### src/rtl/radix_pt_walker_pkg.sv
package radix_pt_walker_pkg;

   typedef enum logic [1:0] {
      WS_IDLE  = 2'd0,
      WS_ISSUE = 2'd1,
      WS_WAIT  = 2'd2
   } walk_state_e;

   // flag positions inside the low page-offset bits of an entry
   localparam int unsigned FLG_VALID = 0;
   localparam int unsigned FLG_LEAF  = 1;
   localparam int unsigned FLG_REF   = 2;
   localparam int unsigned FLG_DIRTY = 3;
   localparam int unsigned FLG_PERM_LSB = 4;
   localparam int unsigned FLG_PERM_W   = 6;
   localparam int unsigned FLG_BITS     = 12;

endpackage

### src/rtl/radix_pt_walker_index_sel.sv
module radix_pt_walker_index_sel #(
   parameter int unsigned ADDR_W   = 64,
   parameter int unsigned PG_SHIFT = 12,
   parameter int unsigned LEVELS   = 4,
   parameter int unsigned IDX_W    = 9,
   parameter int unsigned OFF_BITS = 3,
   parameter int unsigned LVL_W    = 2
) (
   input  logic [ADDR_W-1:0] va,
   input  logic [ADDR_W-1:0] base,
   input  logic [LVL_W-1:0]  level,
   input  logic [ADDR_W-1:0] mem_size,
   output logic [ADDR_W-1:0] entry_addr,
   output logic              out_of_range
);

   logic [IDX_W-1:0] lvl_idx [LEVELS];

   for (genvar g = 0; g < LEVELS; g++) begin : g_lvl
      localparam int unsigned LSB = PG_SHIFT + g * IDX_W;
      assign lvl_idx[g] = va[LSB +: IDX_W];
   end

   logic [IDX_W-1:0]  sel_idx;
   logic [ADDR_W-1:0] byte_off;

   always_comb begin
      sel_idx = lvl_idx[level];
      byte_off = ADDR_W'(sel_idx) << OFF_BITS;
      entry_addr = base + byte_off;
      out_of_range = (entry_addr >= mem_size);
   end

endmodule

### src/rtl/radix_pt_walker_identity.sv
module radix_pt_walker_identity
   import radix_pt_walker_pkg::*;
#(
   parameter int unsigned ADDR_W   = 64,
   parameter int unsigned PTE_W    = 64,
   parameter int unsigned PG_SHIFT = 12
) (
   input  logic [ADDR_W-1:0] va,
   input  logic [ADDR_W-1:0] mem_size,
   output logic [PTE_W-1:0]  pte
);

   localparam int unsigned PPN_W = PTE_W - PG_SHIFT;
   localparam int unsigned VPN_W = ADDR_W - PG_SHIFT;

   logic [PPN_W-1:0] ppn;

   if (PPN_W >= VPN_W) begin : g_wide_ppn
      assign ppn = PPN_W'(va[ADDR_W-1:PG_SHIFT]);
   end else begin : g_narrow_ppn
      assign ppn = va[PG_SHIFT +: PPN_W];
   end

   always_comb begin
      pte = '0;
      pte[FLG_VALID] = (va < mem_size);
      pte[FLG_LEAF]  = 1'b1;
      pte[FLG_REF]   = 1'b0;
      pte[FLG_DIRTY] = 1'b0;
      pte[FLG_PERM_LSB +: FLG_PERM_W] = '1;
      pte[PTE_W-1:PG_SHIFT] = ppn;
   end

endmodule

### src/rtl/radix_pt_walker_step.sv
module radix_pt_walker_step
   import radix_pt_walker_pkg::*;
#(
   parameter int unsigned ADDR_W   = 64,
   parameter int unsigned PTE_W    = 64,
   parameter int unsigned PG_SHIFT = 12,
   parameter int unsigned LVL_W    = 2
) (
   input  logic [PTE_W-1:0]  entry,
   input  logic [LVL_W-1:0]  level,
   output logic              stop,
   output logic [ADDR_W-1:0] next_base,
   output logic [PTE_W-1:0]  final_pte
);

   logic [PTE_W-1:0] page_base;
   logic             ent_valid;
   logic             ent_leaf;

   always_comb begin
      ent_valid = entry[FLG_VALID];
      ent_leaf  = entry[FLG_LEAF];
      stop      = !ent_valid || ent_leaf || (level == '0);
      page_base = {entry[PTE_W-1:PG_SHIFT], {PG_SHIFT{1'b0}}};
      next_base = ADDR_W'(page_base);
      final_pte = entry;
      final_pte[FLG_VALID] = ent_valid & ent_leaf;
   end

endmodule

### src/rtl/radix_pt_walker.sv
module radix_pt_walker
   import radix_pt_walker_pkg::*;
#(
   parameter int unsigned ADDR_W    = 64,
   parameter int unsigned PG_SHIFT  = 12,
   parameter int unsigned LEVELS    = 4,
   parameter int unsigned PTE_BYTES = 8
) (
   input  logic              clk,
   input  logic              rst_n,
   input  logic              req_valid,
   input  logic [ADDR_W-1:0] req_va,
   input  logic [ADDR_W-1:0] req_base,
   input  logic              xlate_en,
   input  logic [ADDR_W-1:0] mem_size,
   output logic              busy,
   output logic              mem_rd_valid,
   output logic [ADDR_W-1:0] mem_rd_addr,
   input  logic              mem_rsp_valid,
   input  logic [PTE_BYTES*8-1:0] mem_rsp_data,
   output logic              done,
   output logic [PTE_BYTES*8-1:0] result_pte
);

   localparam int unsigned PTE_W    = PTE_BYTES * 8;
   localparam int unsigned OFF_BITS = $clog2(PTE_BYTES);
   localparam int unsigned IDX_W    = PG_SHIFT - OFF_BITS;
   localparam int unsigned LVL_W    = (LEVELS > 1) ? $clog2(LEVELS) : 1;
   localparam logic [ADDR_W-1:0] PG_MASK = ADDR_W'((64'd1 << PG_SHIFT) - 64'd1);

   // elaboration-time parameter checks
   if (PTE_BYTES < 2 || (PTE_BYTES & (PTE_BYTES - 1)) != 0) begin : g_bad_pte
      $error("PTE_BYTES must be a power of two of at least 2");
   end
   if (PG_SHIFT < FLG_BITS || PG_SHIFT >= PTE_W) begin : g_bad_page
      $error("PG_SHIFT must hold the entry flags and leave a page number");
   end
   if (LEVELS < 1 || PG_SHIFT + LEVELS * IDX_W > ADDR_W) begin : g_bad_levels
      $error("LEVELS index fields do not fit in the virtual address");
   end

   walk_state_e       state_q;
   logic [ADDR_W-1:0] va_q;
   logic [ADDR_W-1:0] base_q;
   logic [LVL_W-1:0]  level_q;
   logic              done_q;
   logic [PTE_W-1:0]  result_q;

   logic [ADDR_W-1:0] entry_addr;
   logic              entry_oob;
   logic [PTE_W-1:0]  ident_pte;
   logic              step_stop;
   logic [ADDR_W-1:0] step_next_base;
   logic [PTE_W-1:0]  step_pte;

   radix_pt_walker_index_sel #(
      .ADDR_W   (ADDR_W),
      .PG_SHIFT (PG_SHIFT),
      .LEVELS   (LEVELS),
      .IDX_W    (IDX_W),
      .OFF_BITS (OFF_BITS),
      .LVL_W    (LVL_W)
   ) u_index (
      .va           (va_q),
      .base         (base_q),
      .level        (level_q),
      .mem_size     (mem_size),
      .entry_addr   (entry_addr),
      .out_of_range (entry_oob)
   );

   radix_pt_walker_identity #(
      .ADDR_W   (ADDR_W),
      .PTE_W    (PTE_W),
      .PG_SHIFT (PG_SHIFT)
   ) u_ident (
      .va       (req_va),
      .mem_size (mem_size),
      .pte      (ident_pte)
   );

   radix_pt_walker_step #(
      .ADDR_W   (ADDR_W),
      .PTE_W    (PTE_W),
      .PG_SHIFT (PG_SHIFT),
      .LVL_W    (LVL_W)
   ) u_step (
      .entry     (mem_rsp_data),
      .level     (level_q),
      .stop      (step_stop),
      .next_base (step_next_base),
      .final_pte (step_pte)
   );

   always_ff @(posedge clk or negedge rst_n) begin
      if (!rst_n) begin
         state_q  <= WS_IDLE;
         va_q     <= '0;
         base_q   <= '0;
         level_q  <= '0;
         done_q   <= 1'b0;
         result_q <= '0;
      end else begin
         done_q <= 1'b0;
         unique case (state_q)
            WS_IDLE: begin
               if (req_valid) begin
                  if (!xlate_en) begin
                     result_q <= ident_pte;
                     done_q   <= 1'b1;
                  end else begin
                     va_q    <= req_va;
                     base_q  <= req_base & ~PG_MASK;
                     level_q <= LVL_W'(LEVELS - 1);
                     state_q <= WS_ISSUE;
                  end
               end
            end
            WS_ISSUE: begin
               if (entry_oob) begin
                  result_q <= '0;
                  done_q   <= 1'b1;
                  state_q  <= WS_IDLE;
               end else begin
                  state_q <= WS_WAIT;
               end
            end
            WS_WAIT: begin
               if (mem_rsp_valid) begin
                  if (step_stop) begin
                     result_q <= step_pte;
                     done_q   <= 1'b1;
                     state_q  <= WS_IDLE;
                  end else begin
                     base_q  <= step_next_base;
                     level_q <= level_q - LVL_W'(1);
                     state_q <= WS_ISSUE;
                  end
               end
            end
            default: state_q <= WS_IDLE;
         endcase
      end
   end

   assign busy         = (state_q != WS_IDLE);
   assign mem_rd_valid = (state_q == WS_ISSUE) && !entry_oob;
   assign mem_rd_addr  = entry_addr;
   assign done         = done_q;
   assign result_pte   = result_q;

endmodule

### config.mk
export PLATFORM = sky130hd
export DESIGN_NAME = radix_pt_walker
export DESIGN_NICKNAME = d
export VERILOG_FILES = /design/src/rtl/radix_pt_walker_pkg.sv /design/src/rtl/radix_pt_walker_index_sel.sv /design/src/rtl/radix_pt_walker_identity.sv /design/src/rtl/radix_pt_walker_step.sv /design/src/rtl/radix_pt_walker.sv
export SDC_FILE = /design/constraint.sdc
export NUM_CORES = 1
export LEC_CHECK = 0
export ABC_AREA = 1
export CAP_MARGIN = 20
export CORE_MARGIN = 10
export CORE_UTILIZATION = 55
export CTS_BUF_LIST = sky130_fd_sc_hd__clkbuf_4
export CTS_CLUSTER_DIAMETER = 200
export DETAILED_ROUTE_END_ITERATION = 8
export DONT_BUFFER_PORTS = 1
export PLACE_DENSITY = 0.81
export SYNTH_ARGS = -nofsm -noshare
export SYNTH_HDL_FRONTEND = slang
export SYNTH_HIERARCHICAL = 1
export SYNTH_SLANG_ARGS = --single-unit
### constraint.sdc
create_clock -name clk -period 4.8 [get_ports clk]
set_input_delay 0.96 -clock clk [delete_from_list [all_inputs] [get_ports clk]]
set_output_delay 0.96 -clock clk [all_outputs]
set_load 0.01 [all_outputs]
==> metrics.txt, run 1 <==
status=finished, violations left; failing checks=setup timing; Placeable Area=just under 30,000 sq um; pre-CTS setup slack=-437 ps; I/O Buffers=0; DR vias/cell=about 5.6; clock root buffer=clkbuf_4; Top Layer Used=met4; Routed Antenna Nets=0; layout cells sized above 1=20.7%; Final period util=116%; Crit Path Max Fanout=7; initial core utilization=56.2%; Crit. Startpoint=level_q[0]$_DFFE_PN0P_; die area=about 37,000 sq um; clk_lat worst skew=approximately 640 ps; drt wl/cell=21.3 um; endpoints failing hold=0; synth-to-layout area growth=14.1%; Die Y=192 um; initial antenna violation count=2; Critical R2R Launch=level_q[0]$_DFFE_PN0P_; vias=~16,000; largest net degree at the start of global routing=115; Mean Syn Cell Area=between 6 and 7 sq um; hpwl dp=45,400 um; TritonRoute pass-1 iters=7; Leak=10.5 nW; hold_ws=roughly 160 ps; CP Class=reg -> out; Clock Pin Slew Worst Setup and Hold Paths=between 200 and 250 ps; Final setup violation count=40; Cells after Synth=roughly 2,500; total clock buffers created by CTS=17; gpl congestion=just under 1; MaxCap Viol Count=0; Final WS setup=-750 ps; grt total ovfl=0; total track usage=between 30% and 40%; final wirelength=a little over 60,000 um; DRC=0; crit path launch type=register; Synth Warn #=6; mapped cell area=between 15,000 and 20,000 sq um; met3 WL=just over 7000 um; Worst Tran Pin Value=between 1000 and 1500 ps; worst-case vdd ir drop=roughly 0.47 mV; Worst EP required=about 3800 ps; Pins Over Slew Limit=0; Power Density=around 670 nW/um^2; RSZ-0062 raised after global routing=yes; Pwr Total=approximately 12 mW; first-pass GRT wire length=a little under 90,000 um; routed wl met2=between 20,000 and 30,000 um; post-route design area=~19,000 sq um; CTS tree=done; CTS H-tree depth=4; Area after DPL=about 17,000 sq um; Max Fclk=180 MHz; clock sink total=~170; IO Count=roughly 390; Worst setup EP type=output pin; vias in the first global route=around 15,000; # rows=between 60 and 70; DRT met1 WL=around 23,000 um; initial DRC count=1,630; Max-slew headroom=24.7%; setup TNS=-1920 ps; Final min period=~5500 ps; class of the worst hold path=in -> async; NumNets Final=around 2,900; CTS max path bufs=2; Final Skew=between 40 and 50 ps; Die X=roughly 190 um; WP data arrival=around 4600 ps
layout make-up:
cell class              instances  area, sq um
fillers                      2632        10400
multi-input cells            1712         9810
flip-flops and latches        169         4230
repair buffers                247         2310
inverters                     366         1380
well taps                     384          480
clock inverters                15          215
clock buffers                  17          128
diodes                          2         5.00
through the flow:
| step | instances | util [%] |
|---|---|---|
| floorplan | 2520 | - |
| global placement | 2832 | 57.1 |
| detailed placement | 2833 | 57.2 |
| CTS | 2884 | 60.2 |
| global route | 2912 | 64.1 |
| finish | 2912 | 64.1 |
cell usage in the layout (no fill, tap or decap), types with 6 or more instances in the layout:
cell       instances
nand2_1          801
inv_1            338
conb_1            23
nand2_4           15
buf_6              8
nand2_2           75
xor2_1            14
nor3_2             6
nand4_1           39
nor2_1           104
a21oi_1           54
ha_4              24
clkbuf_16         10
clkinv_8           8
o21ai_2            9
nor3_1            13
a21o_1             6
o21ai_0          102
inv_2             26
clkbuf_4          17
nand3_1          168
xnor2_1            6
nand3_2           21
o21ai_1           18
xor2_2             7
buf_12            12
ha_1             116
a21oi_2           14
nor2_4             7
nor2_2            17
nand3b_1           9
dfrtp_1          169
buf_4            205
layer usage:
metal	up-vias	global-route usage, %
met3	189	7.83
met5	-	0
met4	0	10.8
li1	7599	-
met1	7580	37.5
met2	925	50.4
worst max-delay path, stage by stage, from the launching register on:
cell and delay, ps:
dfrtp_1 460, buf_6 160, buf_6 110, buf_6 90
nand2_2 30, a32oi_1 190, buf_4 160, inv_2 40
fa_2 380, o21ai_4 220, buf_6 120, buf_4 100
nand4_1 100, nand2_2 180, xor2_1 230, ha_1 290
a21o_1 190, nor2_1 130, a21oi_1 100, nor2_1 140
nand2_2 90, nand2_1 80, nand2_2 110, inv_2 80
nand2_2 60, inv_2 100
registers in the layout, indices dropped and copies added (netlist names):
register and count:
va_q 36, result_pte 64, base_q 64, done 1
level_q 2, state_q 2
where the power goes:
part	switching (mW)	internal [mW]	total, mW
Combinational	4.82	3.62	8.44
Sequential	0.886	2.08	2.96
Clock	0.722	0.266	0.988
repair_timing:
action	4_1_cts	5_1_grt
pin swaps	39	92
gates resized for setup	84	161
setup buffers	13	11
endpoints found under the hold margin	114	0
cloned	1	15
setup endpoints to repair	65	65
hold buffers	6	0
worst paths after layout:
path / to / slack, ps / depth (start not counted)
max: mem_rd_valid / -750 / 25
min: result_pte[52]$_DFFE_PN0P_ / 160 / 1
max reg2reg: result_pte[35]$_DFFE_PN0P_ / -70 / 34
min reg2reg: base_q[7]$_DFFE_PN0P_ / 510 / 2
max in group asynchronous: result_pte[49]$_DFFE_PN0P_ / 3280 / 1
min in group clk: va_q[47]$_DFFE_PN0P_ / 440 / 2
No activity file was read; power rests on OpenSTA's default activity.
==> inputs of run 2 (changes only) <==
--- a/config.mk
+++ b/config.mk
@@ -13,6 +13,7 @@
 export CTS_CLUSTER_DIAMETER = 200
 export DETAILED_ROUTE_END_ITERATION = 8
 export DONT_BUFFER_PORTS = 1
+export GPL_TIMING_DRIVEN = 0
 export PLACE_DENSITY = 0.81
 export SYNTH_ARGS = -nofsm -noshare
 export SYNTH_HDL_FRONTEND = slang
==> run 2 against run 1 <==
Effect of this change: the flow still finishes with violations (setup timing); maximum frequency fell by 1.4%; routed wire length grew 4.4%; die area unchanged.
==> metrics.txt, run 2 (same netlist as run 1, synthesis figures left out) <==
status=finished, violations left (unchanged); failing checks=setup timing (unchanged); CP Class=reg -> out (unchanged); gpl congestion=0.975 (was 0.985); Placeable Area=28,900 sq um (unchanged); Final WS setup=-827 ps (was -750 ps); Pins Over Slew Limit=0 (unchanged); CTS max path bufs=2 (unchanged); Die X=192 um (unchanged); worst-case vdd ir drop=0.372 mV (was 0.475 mV); total track usage=33.3% (was 30.4%); Power Density=614 nW/um^2 (was 668 nW/um^2); Net Sw Power=6.56 mW (was 6.43 mW); I/O Buffers=0 (unchanged); final wirelength=64,900 um (was 62,200 um); initial antenna violation count=1 (was 2); clock sink total=169 (unchanged); Final Skew=40.8 ps (was 47.4 ps); Worst EP required=3840 ps (about the same); first-pass GRT wire length=94,200 um (was 87,500 um); drt wl/cell=21.7 um (was 21.3 um); vias in the first global route=16,000 (was 15,400); CP max-delay cell=dfrtp_2 (was dfrtp_1); MaxCap Viol Count=0 (unchanged); Crit Path Max Fanout=10 (was 7); Area after DPL=16,800 sq um (was 16,500 sq um); combinational share of power=67.0% (was 68.1%); Die Y=192 um (unchanged); DR vias/cell=5.55 (was 5.60); Leak=10.8 nW (was 10.5 nW); Top Layer Used=met4 (unchanged); largest net degree at the start of global routing=155 (was 115); Routed Antenna Nets=0 (unchanged); WP data arrival=4670 ps (was 4590 ps); Final setup violation count=65 (was 40); Net Sw Frac=54.8% (was 51.9%); CTS tree=done (unchanged); Worst setup EP type=output pin (unchanged); Finished Core Util=67.4% (was 64.1%); Pwr Total=12.0 mW (was 12.4 mW); most frequent cells in the layout=791 x nand2_1, 331 x inv_1, 213 x buf_4, 167 x dfrtp_1, 123 x ha_1 (was 801 x nand2_1, 338 x inv_1, 205 x buf_4, 169 x dfrtp_1, 168 x nand3_1); initial DRC count=1,537 (was 1,630); hpwl dp=49,900 um (was 45,400 um); Worst Tran Pin Value=925 ps (was 1130 ps); met3 WL=7880 um (was 7260 um); CTS H-tree depth=4 (unchanged); crit path buf inv count=4 (was 9); RSZ-0062 raised after global routing=yes (unchanged); total clock buffers created by CTS=17 (unchanged); # rows=62 (unchanged); NumNets Final=2,996 (was 2,917); CP top delay family=compound AO/OA/AOI/OAI gates (was buffers and inverters); Flop pwr share=25.5% (was 23.9%); pre-CTS setup slack=-1630 ps (was -437 ps); clock root buffer=clkbuf_4 (unchanged); clk_lat worst skew=620 ps (was 640 ps); post-route design area=19,500 sq um (was 18,500 sq um); Clock power frac=7.6% (was 8.0%); Max-slew headroom=38.1% (was 24.7%); DRT met1 WL=24,200 um (was 23,400 um); class of the worst hold path=in -> async (unchanged); endpoints failing hold=0 (unchanged); initial core utilization=56.2% (unchanged); synth-to-layout area growth=20.0% (was 14.1%); TritonRoute pass-1 iters=8 (was 7); crit path launch type=register (unchanged); Max stage delay on crit path=500 ps (was 460 ps); grt total ovfl=0 (unchanged); DRC=0 (unchanged); Max Fclk=178 MHz (was 180 MHz); most common cell after layout, fill and taps aside=nand2_1 (unchanged); Final period util=117% (was 116%); routed wl met2=29,400 um (was 28,800 um); Final min period=5630 ps (was 5550 ps); IO Count=392 (unchanged); vias=16,600 (was 16,300); Clock Pin Slew Worst Setup and Hold Paths=190 ps (was 210 ps); layout cells sized above 1=25.0% (was 20.7%); die area=36,800 sq um (unchanged); P_int=5.41 mW (was 5.96 mW)
==> run 2: layer usage <==
layer / GRT usage [%] / up-vias
met5: 0 / -
li1: - / 7771
met2: 54.1 / 918
met1: 39.4 / 7713
met4: 15.8 / 0
met3: 10.4 / 188
==> run 2: worst paths after layout <==
kind | startpoint | endpoint | slack [ps] | depth (start not counted)
worst max-delay path | level_q[1]$_DFFE_PN0P_ | mem_rd_valid | -830 | 25
worst min-delay path | rst_n | base_q[4]$_DFFE_PN0P_ | 40 | 0
worst max register to register | level_q[1]$_DFFE_PN0P_ | result_pte[57]$_DFFE_PN0P_ | -650 | 37
worst min register to register | va_q[38]$_DFFE_PN0P_ | va_q[38]$_DFFE_PN0P_ | 520 | 2
max in group asynchronous | rst_n | base_q[40]$_DFFE_PN0P_ | 3260 | 1
min in group clk | req_va[39] | va_q[39]$_DFFE_PN0P_ | 480 | 2
==> run 2: metrics by stage <==
| stage | std cells | hold WS (ps) | TNS (ps) |
|---|---|---|---|
| floorplan | 2520 | 448 | 0 |
| global placement | 2904 | 462 | -98440 |
| detailed placement | 2904 | 469 | -103160 |
| global route | 2990 | 1.09 | -47710 |
| CTS | 2979 | 0.896 | -29870 |
| finish | 2990 | 44.4 | -38710 |
==> run 2: repair_timing <==
action                                  in CTS  in global routing
setup buffers                               30                  8
pin swaps                                   44                 93
hold buffers                                 1                  1
resized for setup                          229                178
cloned                                      13                  2
hold endpoints to repair                    16                 19
endpoints found under the setup margin     120                 65
==> run 2: area by class of cell <==
type                       count  area (sq um)
multi-input combinational   1713         10400
clock buffer                  17           128
tap                          384           480
fill                        2560          9440
clock inverter                15           159
sequential                   169          4230
timing repair inverter         1          7.51
antenna                        1          2.50
timing repair buffer          51           647
buffer                       273          2030
inverter                     366          1390
==> run 2: power groups by stage <==
stage / Combinational [mW] / Clock (mW) / Sequential [mW]
detailed placement: 5.78 / 0 / 2.93
floorplan: 4.21 / 0 / 2.65
global placement: 5.60 / 0 / 2.91
global route: 8.68 / 0.960 / 3.13
CTS: 7.10 / 0.905 / 2.98
finish: 8.01 / 0.908 / 3.05
